`src/rtl/irq_prio_pkg.sv`:
```
package irq_prio_pkg;
  localparam int unsigned DEF_LINES = 8;
  localparam int unsigned DEF_VEC_W = 8;

  typedef enum logic [1:0] {
    EOI_NONE   = 2'd0,
    EOI_LOWEST = 2'd1,
    EOI_LEVEL  = 2'd2
  } eoi_kind_e;
endpackage

```
`src/rtl/irq_req_capture.sv`:
```
module irq_req_capture #(
  parameter int unsigned N = 8
) (
  input  logic         clk,
  input  logic         rst_n,
  input  logic         init_clr_i,
  input  logic [N-1:0] lines_i,
  input  logic [N-1:0] ack_clr_i,
  output logic [N-1:0] req_o
);
  logic [N-1:0] line_q;
  logic [N-1:0] req_q;
  logic [N-1:0] rise;

  assign rise = lines_i & ~line_q;

  always_ff @(posedge clk or negedge rst_n) begin
    if (!rst_n) begin
      line_q <= '0;
      req_q  <= '0;
    end else if (init_clr_i) begin
      line_q <= '0;
      req_q  <= '0;
    end else begin
      line_q <= lines_i;
      req_q  <= ((req_q & ~ack_clr_i) | rise) & lines_i;
    end
  end

  assign req_o = req_q;
endmodule

```
`src/rtl/irq_prio_resolve.sv`:
```
module irq_prio_resolve #(
  parameter int unsigned N     = 8,
  localparam int unsigned LVL_W = $clog2(N)
) (
  input  logic [N-1:0]     req_i,
  input  logic [N-1:0]     mask_i,
  input  logic [N-1:0]     isr_i,
  input  logic             smm_i,
  output logic             raise_o,
  output logic [LVL_W-1:0] win_lvl_o
);
  logic [N-1:0]     enabled;
  logic [N-1:0]     isr_eff;
  logic             win_vld;
  logic [LVL_W-1:0] win_lvl;
  logic             blocked;

  assign enabled = req_i & ~mask_i;
  assign isr_eff = smm_i ? (isr_i & ~mask_i) : isr_i;

  always_comb begin
    win_vld = 1'b0;
    win_lvl = '0;
    for (int i = N - 1; i >= 0; i--) begin
      if (enabled[i]) begin
        win_vld = 1'b1;
        win_lvl = LVL_W'(i);
      end
    end
  end

  always_comb begin
    blocked = 1'b0;
    for (int i = 0; i < N; i++) begin
      if (isr_eff[i] && (LVL_W'(i) <= win_lvl)) blocked = 1'b1;
    end
  end

  assign raise_o   = win_vld & ~blocked;
  assign win_lvl_o = win_lvl;
endmodule

```
`src/rtl/irq_service_track.sv`:
```
module irq_service_track
  import irq_prio_pkg::*;
#(
  parameter int unsigned N     = 8,
  localparam int unsigned LVL_W = $clog2(N)
) (
  input  logic             clk,
  input  logic             rst_n,
  input  logic             init_clr_i,
  input  eoi_kind_e        eoi_kind_i,
  input  logic [LVL_W-1:0] eoi_lvl_i,
  input  logic [N-1:0]     set_i,
  output logic [N-1:0]     isr_o
);
  logic [N-1:0] isr_q;
  logic [N-1:0] clr;

  always_comb begin
    unique case (eoi_kind_i)
      EOI_LOWEST: clr = isr_q & ~(isr_q - N'(1));
      EOI_LEVEL:  clr = N'(1) << eoi_lvl_i;
      default:    clr = '0;
    endcase
  end

  always_ff @(posedge clk or negedge rst_n) begin
    if (!rst_n)          isr_q <= '0;
    else if (init_clr_i) isr_q <= '0;
    else                 isr_q <= (isr_q & ~clr) | set_i;
  end

  assign isr_o = isr_q;
endmodule

```
`src/rtl/irq_prio_ctrl.sv`:
```
module irq_prio_ctrl
  import irq_prio_pkg::*;
#(
  parameter int unsigned NUM_LINES = DEF_LINES,
  parameter int unsigned VEC_W     = DEF_VEC_W,
  localparam int unsigned LVL_W    = $clog2(NUM_LINES)
) (
  input  logic                 clk,
  input  logic                 rst_n,
  input  logic                 init_clr_i,
  input  logic [NUM_LINES-1:0] irq_lines_i,
  input  logic                 mask_we_i,
  input  logic [NUM_LINES-1:0] mask_d_i,
  input  logic                 lvl_we_i,
  input  logic [NUM_LINES-1:0] lvl_d_i,
  input  logic                 auto_eoi_i,
  input  logic                 smm_i,
  input  logic [VEC_W-1:0]     base_i,
  input  logic                 eoi_ns_i,
  input  logic                 eoi_sp_i,
  input  logic [LVL_W-1:0]     eoi_lvl_i,
  input  logic                 ack_i,
  output logic                 int_o,
  output logic [VEC_W-1:0]     vec_o,
  output logic                 vec_valid_o,
  output logic [NUM_LINES-1:0] req_o,
  output logic [NUM_LINES-1:0] isr_o,
  output logic [NUM_LINES-1:0] mask_o
);
  localparam logic [LVL_W-1:0] SPUR_LVL = LVL_W'(NUM_LINES - 1);

  logic [NUM_LINES-1:0] mask_q;
  logic [NUM_LINES-1:0] lvl_q;
  logic                 pend_q;
  logic [LVL_W-1:0]     pend_lvl_q;
  logic [VEC_W-1:0]     vec_q;
  logic                 vec_vld_q;

  logic [NUM_LINES-1:0] req;
  logic [NUM_LINES-1:0] isr;
  logic                 raise;
  logic [LVL_W-1:0]     win_lvl;
  logic                 grant;
  logic                 spur;
  logic [NUM_LINES-1:0] gnt_oh;
  logic [NUM_LINES-1:0] ack_clr;
  logic [NUM_LINES-1:0] isr_set;
  eoi_kind_e            eoi_kind;

  assign grant   = ack_i && pend_q && !init_clr_i;
  assign spur    = grant && (req == '0);
  assign gnt_oh  = NUM_LINES'(1) << pend_lvl_q;
  assign ack_clr = (grant && !spur) ? (gnt_oh & ~lvl_q) : '0;
  assign isr_set = (grant && !spur && !auto_eoi_i) ? gnt_oh : '0;

  always_comb begin
    if (eoi_sp_i)      eoi_kind = EOI_LEVEL;
    else if (eoi_ns_i) eoi_kind = EOI_LOWEST;
    else               eoi_kind = EOI_NONE;
  end

  irq_req_capture #(.N(NUM_LINES)) u_cap (
    .clk        (clk),
    .rst_n      (rst_n),
    .init_clr_i (init_clr_i),
    .lines_i    (irq_lines_i),
    .ack_clr_i  (ack_clr),
    .req_o      (req)
  );

  irq_prio_resolve #(.N(NUM_LINES)) u_res (
    .req_i     (req),
    .mask_i    (mask_q),
    .isr_i     (isr),
    .smm_i     (smm_i),
    .raise_o   (raise),
    .win_lvl_o (win_lvl)
  );

  irq_service_track #(.N(NUM_LINES)) u_svc (
    .clk        (clk),
    .rst_n      (rst_n),
    .init_clr_i (init_clr_i),
    .eoi_kind_i (eoi_kind),
    .eoi_lvl_i  (eoi_lvl_i),
    .set_i      (isr_set),
    .isr_o      (isr)
  );

  always_ff @(posedge clk or negedge rst_n) begin
    if (!rst_n) begin
      mask_q <= '1;
      lvl_q  <= '0;
    end else begin
      if (init_clr_i)     mask_q <= '1;
      else if (mask_we_i) mask_q <= mask_d_i;
      if (lvl_we_i)       lvl_q  <= lvl_d_i;
    end
  end

  always_ff @(posedge clk or negedge rst_n) begin
    if (!rst_n) begin
      pend_q     <= 1'b0;
      pend_lvl_q <= '0;
    end else if (init_clr_i || grant) begin
      pend_q     <= 1'b0;
    end else if (!pend_q && raise) begin
      pend_q     <= 1'b1;
      pend_lvl_q <= win_lvl;
    end
  end

  always_ff @(posedge clk or negedge rst_n) begin
    if (!rst_n) begin
      vec_q     <= '0;
      vec_vld_q <= 1'b0;
    end else begin
      vec_vld_q <= grant;
      if (grant) vec_q <= base_i | VEC_W'(spur ? SPUR_LVL : pend_lvl_q);
    end
  end

  assign int_o       = pend_q;
  assign vec_o       = vec_q;
  assign vec_valid_o = vec_vld_q;
  assign req_o       = req;
  assign isr_o       = isr;
  assign mask_o      = mask_q;
endmodule

```
`config.mk`:
```
export PLATFORM = sky130hd
export DESIGN_NAME = irq_prio_ctrl
export DESIGN_NICKNAME = d
export VERILOG_FILES = /design/src/rtl/irq_prio_pkg.sv /design/src/rtl/irq_req_capture.sv /design/src/rtl/irq_prio_resolve.sv /design/src/rtl/irq_service_track.sv /design/src/rtl/irq_prio_ctrl.sv
export SDC_FILE = /design/constraint.sdc
export NUM_CORES = 1
export LEC_CHECK = 0
export BUFFER_PORTS_ARGS = -buffer_cell sky130_fd_sc_hd__buf_2
export CORE_MARGIN = 3
export CORE_UTILIZATION = 55
export DETAILED_ROUTE_END_ITERATION = 16
export PLACE_DENSITY = 0.82
export REMOVE_ABC_BUFFERS = 1
export SLEW_MARGIN = 20
export SYNTH_ARGS = -nofsm -noshare
export SYNTH_HDL_FRONTEND = slang
export SYNTH_HIERARCHICAL = 1
export SYNTH_SLANG_ARGS = --single-unit
```
`constraint.sdc`:
```
create_clock -name clk -period 5.87 [get_ports clk]
set_input_delay 1.174 -clock clk [delete_from_list [all_inputs] [get_ports clk]]
set_output_delay 1.174 -clock clk [all_outputs]
set_load 0.005 [all_outputs]
```
### Yosys cells after proc, flatten, opt, wreduce, memory -nomap -nowiden

Index checks and enable logic that the tools add are counted.

* logic and storage cells: 103
* output and inout bits: 34
* memories: 0
* latch bits: 0
* bits of input ports: 45
* ROM bits: 0
* bits in registers: 53
* bits in writable memories: 0

* divide/modulo/power cells: 0
* order comparisons: 8
* shift-type cells: 2
* bitwise gates (word level): 20
* $add $sub $neg: 1
* equal/unequal tests: 2
* $mul: 0
* muxes and demuxes: 38
* reduce and logical (&&, ||, !) cells: 23

Operators with widths (count)
* 8-bit bitwise AND: 8
* 8-bit two-way mux: 8
* 8-bit NOT: 6
* 3-bit two-way mux: 9
* 1-bit two-way mux: 19
* 8-bit bitwise OR: 2
* 8-bit case mux with 2 select lines: 1
* 1-bit by 3-bit << shifter with 8-bit output, first input constant: 2
* 1-bit logical AND: 14
* 3-bit <= comparator, first input constant: 4
* 8-bit logical NOT: 1
* 8-bit by 3-bit bitwise OR with 8-bit output: 1
* 8-bit by 1-bit subtractor with 8-bit output, second input constant: 1
* 1-bit by 3-bit <= comparator with 1-bit output, first input constant: 2
* 2-bit by 3-bit <= comparator with 1-bit output, first input constant: 2
* 1-bit logical NOT: 4
* 2-bit nonzero test: 2
* 2-bit by 1-bit == test with 1-bit output, second input constant: 1
* 2-bit == test, second input constant: 1
* 2-bit two-way mux: 1
* 1-bit NOT: 2
* 2-bit AND reduction: 1
* 1-bit bitwise AND: 1
* 1-bit logical OR: 1

### Logic depth before layout (Yosys ltp)

* depth after elaboration: 25
* depth in mapped cells: 9
* gate-level depth less buffers: 9

### Hierarchy

Netlist, hierarchy kept.

By module, submodules not included
* irq_prio_ctrl: times used 1, sequential area each 735.7 µm², cells an instance 109, area each 1310.0 µm²
* irq_req_capture: times used 1, sequential area each 400.4 µm², cells an instance 40, area each 565.5 µm²
* irq_service_track: times used 1, sequential area each 200.2 µm², cells an instance 56, area each 505.5 µm²
* irq_prio_resolve: times used 1, sequential area each 0.0 µm², cells an instance 44, area each 296.5 µm²

### Worst setup path before layout

No wires, ideal clock.

* path kind: input-to-reg
* start point: in eoi_ns_i
* end point: reg u_svc.isr_q[5] (netlist: u_svc/isr_o[5])
* setup time: 0.120 ns
* buffers on the path: 0
* arrival time: 2.517 ns
* required time: 5.750 ns
* slack: 3.233 ns
* stages: 5
* cell sequence: nor2b_1 -> ha_1 -> or3b_4 -> or4_1 -> a41o_1

* longest elaborated chain between the ends: 8
* elaborated cells on any way between the ends: 9
* classes of those cells: 2 x eq/ne; 4 x mux; 3 x bitwise

Ends and longest elaborated chain
* from (decl): RTL line irq_prio_ctrl.sv:19 `input logic eoi_ns_i,`
* 1-bit two-way mux *: RTL line irq_prio_ctrl.sv:58 `else if (eoi_ns_i) eoi_kind = EOI_LOWEST;`
* 2-bit two-way mux *: RTL line irq_prio_ctrl.sv:57 `if (eoi_sp_i) eoi_kind = EOI_LEVEL;`
* 2-bit == test or 2-bit by 1-bit == test with 1-bit output (tied branches): RTL line irq_service_track.sv:19 `unique case (eoi_kind_i)`
* 8-bit case mux with 2 select lines *: RTL line irq_service_track.sv:19
* 8-bit NOT *: RTL line irq_service_track.sv:29 `else isr_q <= (isr_q & ~clr) | set_i;`
* 8-bit bitwise AND *: RTL line irq_service_track.sv:29
* 8-bit bitwise OR *: RTL line irq_service_track.sv:29
* 8-bit two-way mux *: RTL line irq_service_track.sv:28 `else if (init_clr_i) isr_q <= '0;`
* to (signal assigned): RTL line irq_service_track.sv:29
* to (decl): RTL line irq_service_track.sv:15 `logic [N-1:0] isr_q;`

Mark *: on every way between the ends. The rest lies on a longest branch, timed or not.
A chain may end at the register's enable or synchronous reset.

### Worst setup path after layout

* start point: in init_clr_i
* end point: reg u_svc.isr_q[2] (netlist: u_svc/isr_o[2])

* longest elaborated chain between the ends: 9

Ends and longest elaborated chain
* from (decl): RTL line irq_prio_ctrl.sv:10 `input logic init_clr_i,`
* 1-bit logical NOT *: RTL line irq_prio_ctrl.sv:50 `assign grant = ack_i && pend_q && !init_clr_i;`
* 1-bit logical AND *: RTL line irq_prio_ctrl.sv:50
* 1-bit logical AND: RTL line irq_prio_ctrl.sv:51 `assign spur = grant && (req == '0);`
* 1-bit logical NOT: RTL line irq_prio_ctrl.sv:54 `assign isr_set = (grant && !spur && !auto_eoi_i) ? gnt_oh : '0;`
* 1-bit logical AND * (2 in a row): RTL line irq_prio_ctrl.sv:54
* 8-bit two-way mux *: RTL line irq_prio_ctrl.sv:54
* named net isr_set[2]: RTL line irq_prio_ctrl.sv:47 `logic [NUM_LINES-1:0] isr_set;`
* 8-bit bitwise OR *: RTL line irq_service_track.sv:29
* 8-bit two-way mux *: RTL line irq_service_track.sv:28

The timed path passes the listed nets; every way through them passes the cells marked *.

==> summary.txt <==
Finish
  – Share of layout cells above drive strength 1: 0.3780
  – Area Growth Syn to Fin: 19.91%
  – # fillers: 353
  – # nets final: 374
  – Post-route design area: approximately 0.0032 sq mm
  – ANT cells: 0

Worst setup path
  – CP Launch Type: primary input
  – Largest stage delay, worst path: 0.60 ns
  – Worst setup EP type: register
  – Crit path cell chain: buf_2 > and3b_1 > o21ai_2 > nor4_1 > a211oi_1 > nor3_1
  – Worst Path Arrival: 3.03 ns
  – CP Capture Point: u_svc/isr_o[2]
  – CP Class: primary input to register
  – Critical path origin: init_clr_i
  – Reg2reg setup slack: ~3.3 ns
  – WP data required: approximately 6.1 ns
  – Worst Reg-to-Reg Cells: 9
  – R2r startpoint: mask_o[6]
  – Critical R2R Capture: pend_lvl_q[0]
  – Worst-path fanout max: 26
  – Critical Path Slowest Stage Cell: and3b_1

Synthesis
  – Main combinational cell family by area after synthesis: simple AND/OR/NAND/NOR gates
  – Most frequent cell after synthesis: dfrtp_1
  – Multiplexer area fraction after synthesis: 0.06729
  – XOR/XNOR share of the synthesized area: 0
  – Sequential area share after synthesis: 0.4991
  – Synth Area in Simple Gates: 0.2472
  – Most used DFF post-synth: dfrtp_1
  – Synth cell types: between 50 and 60
  – Area leader, netlist: dfrtp_1
  – Synth Area in Adders: 0.009346
  – Most frequent cells after synthesis: dfrtp_1, nand2b_1, mux2_2, nor2b_1, nor2_1
  – EDFF count, synth: 0
  – Synth top area share: 0.4206
  – Syn Std Cell Area: roughly 0.0027 sq mm
  – YS warnings: 6
  – Syn_area_per_cell: ~11 sq um
  – Synthesized flop and latch total: 53
  – Cells after Synth: between 200 and 250
  – Synth Area in Compound Gates: 0.1495
  – Top post-synthesis cells by area: dfrtp_1, dfstp_2, mux2_2
  – Post-synth ARST share: 1.000

Outcome
  – Status: finished, final reports clean

Clock tree
  – CTS Buffer Depth: 2
  – Number of H-tree levels: 2
  – Post-CTS Resized: 0
  – CTS Buf Count: 5
  – Clk sinks: 53
  – Clk pin slew, worst setup/hold paths: ~0.10 ns
  – Clock latency on the worst-skew pair: 0.30 ns
  – Post-CTS Setup Inserts: 0
  – TritonCTS clock tree: built
  – Clock tree root driver cell: clkbuf_8
  – CTS Hold Buffers Added: 0

Power
  – P_leak: roughly 1.5 nW
  – Peak VDD IR: roughly 0.00015 V
  – PD cells: roughly 260 mW/mm^2

Timing
  – Ratio of final minimum period to clock period: 0.4784
  – Setup violators final: 0
  – Least-Margin Pin Slew: roughly 0.64 ns
  – Final Skew: between 0.004 and 0.005 ns
  – Final Hold Fails: 0
  – Worst relative slew slack: 0.5763
  – Final Max Tran Viols: 0
  – Setup TNS: 0 ns
  – Max Fclk: 356.1 MHz
  – RSZ-0062 raised after global routing: no
  – Min Clock Period, post-route: 2.808 ns

Route
  – Post-DR wirelength/cell: around 16 microns
  – Top Layer Used: met4
  – Detailed Routing Iterations Pass 1: 4
  – Avg Vias per Cell: about 5.7
  – DRT iter0 DRCs: roughly 130
  – DRT antenna net count: 0
  – Met2 WL: 3192 microns
  – Post-Route WL: roughly 6400 microns
  – DRC viols: 0
  – M1 WL: 2658 microns
  – Vias post-DR: between 2,000 and 2,500
  – Met3 wire len: roughly 440 microns

Global routing
  – Initial antenna violation count: 0
  – GRT Util Overall: 0.2285
  – Vias in the first global route: 2,153
  – Total grt overflow: 0
  – Largest net degree at the start of global routing: 54
  – First-pass GRT wire length: 9873 microns

Floorplanning
  – Ports: 79
  – Floorplan Core Area: 0.004534 sq mm
  – Die area: 0.005742 sq mm
  – Die Ht: around 76 microns
  – Die width: approximately 76 microns
  – Starting Density: 0.5905
  – Row count: 24

Hold path
  – Hold Path Depth: 1
  – Tightest Hold Check Type: register to register

Flow run
  – Max_cap viols: 0

Place
  – Routability Congestion: 0.8447
  – Placed Area: around 0.0031 sq mm
  – IO Port Bufs: just under 80
  – HPWL Detailed: between 4000 and 5000 microns
[stage by stage]
| step | cells | setup WS [ns] | hold slack (ns) | total power, mW | util |
|---|---|---|---|---|---|
| 2_1_floorplan | 241 | 3.233 | 0.3939 | 0.5350 | - |
| 3_3_place_gp | 385 | 2.885 | 0.3957 | 0.6132 | 0.6882 |
| 3_5_place_dp | 385 | 2.770 | 0.4048 | 0.6207 | 0.6882 |
| 4_1_cts | 393 | 3.094 | 0.4188 | 0.8265 | 0.7081 |
| 5_1_grt | 393 | 2.905 | 0.4232 | 0.8661 | 0.7081 |
| 6_report | 393 | 3.062 | 0.4175 | 0.8188 | 0.7081 |
[per-layer routing]
layer | global-route usage | up-vias
met4 | 0.06214 | 0
met2 | 0.3783 | 94
met3 | 0.05673 | 7
li1 | - | 1069
met5 | 0 | -
met1 | 0.2988 | 1074
[logic make-up after synthesis]
logic type      count (synthesis)
simple gates                  105
compound gates                 55
flops                          53
buf+inv                        18
mux                            16
fa+ha+maj                       2
[cells in the final DEF, fill, tap and decap left out, types with 3 or more instances in the layout]
cell type / synthesis / layout
buf_2: 2 / 78
dfrtp_1: 45 / 45
nand2b_1: 20 / 20
nor2b_1: 16 / 16
mux2_2: 16 / 16
nor2_1: 15 / 15
nor3_1: 11 / 11
nor4_1: 10 / 10
inv_1: 10 / 10
nand2_1: 8 / 8
a211o_1: 8 / 8
a21oi_1: 8 / 8
dfstp_2: 8 / 8
o21ai_0: 8 / 8
a21boi_1: 6 / 6
clkbuf_8: 0 / 5
a31oi_1: 3 / 3
a21boi_0: 3 / 3
a211oi_1: 3 / 3
nand4b_1: 3 / 3
[critical path, delay by kind of cell]
family / cells / cell delay [ns]
AO/OA/AOI/OAI: 2 / 0.36
AND/OR/NAND/NOR: 3 / 1.24
buffers and inverters: 1 / 0.26
[worst min-delay path by stage]
stage / start / end / slack, ns
6_report: u_cap/line_q[5] / u_cap/req_o[5] / 0.42
5_1_grt: u_cap/line_q[5] / u_cap/req_o[5] / 0.42
4_1_cts: u_cap/line_q[5] / u_cap/req_o[5] / 0.42
3_5_place_dp: u_cap/line_q[5] / u_cap/req_o[5] / 0.40
3_3_place_gp: u_cap/line_q[6] / u_cap/req_o[6] / 0.40
2_1_floorplan: u_cap/line_q[1] / u_cap/req_o[1] / 0.39
[final cells by class]
type / instances / area (sq um) / area share
Inverter: 10 / 37.54 / 0.01169
Timing Repair Buffer: 79 / 397.9 / 0.1239
Clock inverter: 3 / 21.27 / 0.006625
Clock buffer: 5 / 68.82 / 0.02143
Multi-Input combinational cell: 178 / 1267 / 0.3948
Tap cell: 65 / 81.33 / 0.02533
Sequential cell: 53 / 1336 / 0.4162
[registers in the layout, indices dropped and copies added (netlist names)]
register and count:
lvl_q 8, mask_o 8, u_cap/line_q 8, u_cap/req_o 8
u_svc/isr_o 8, vec_o 8, pend_lvl_q 3, int_o 1
vec_valid_o 1
[power by group]
part	internal, mW	switching (mW)
clock network	0.0848	0.121
logic	0.0845	0.0796
registers	0.413	0.0357
No activity file was read; power rests on OpenSTA's default activity.
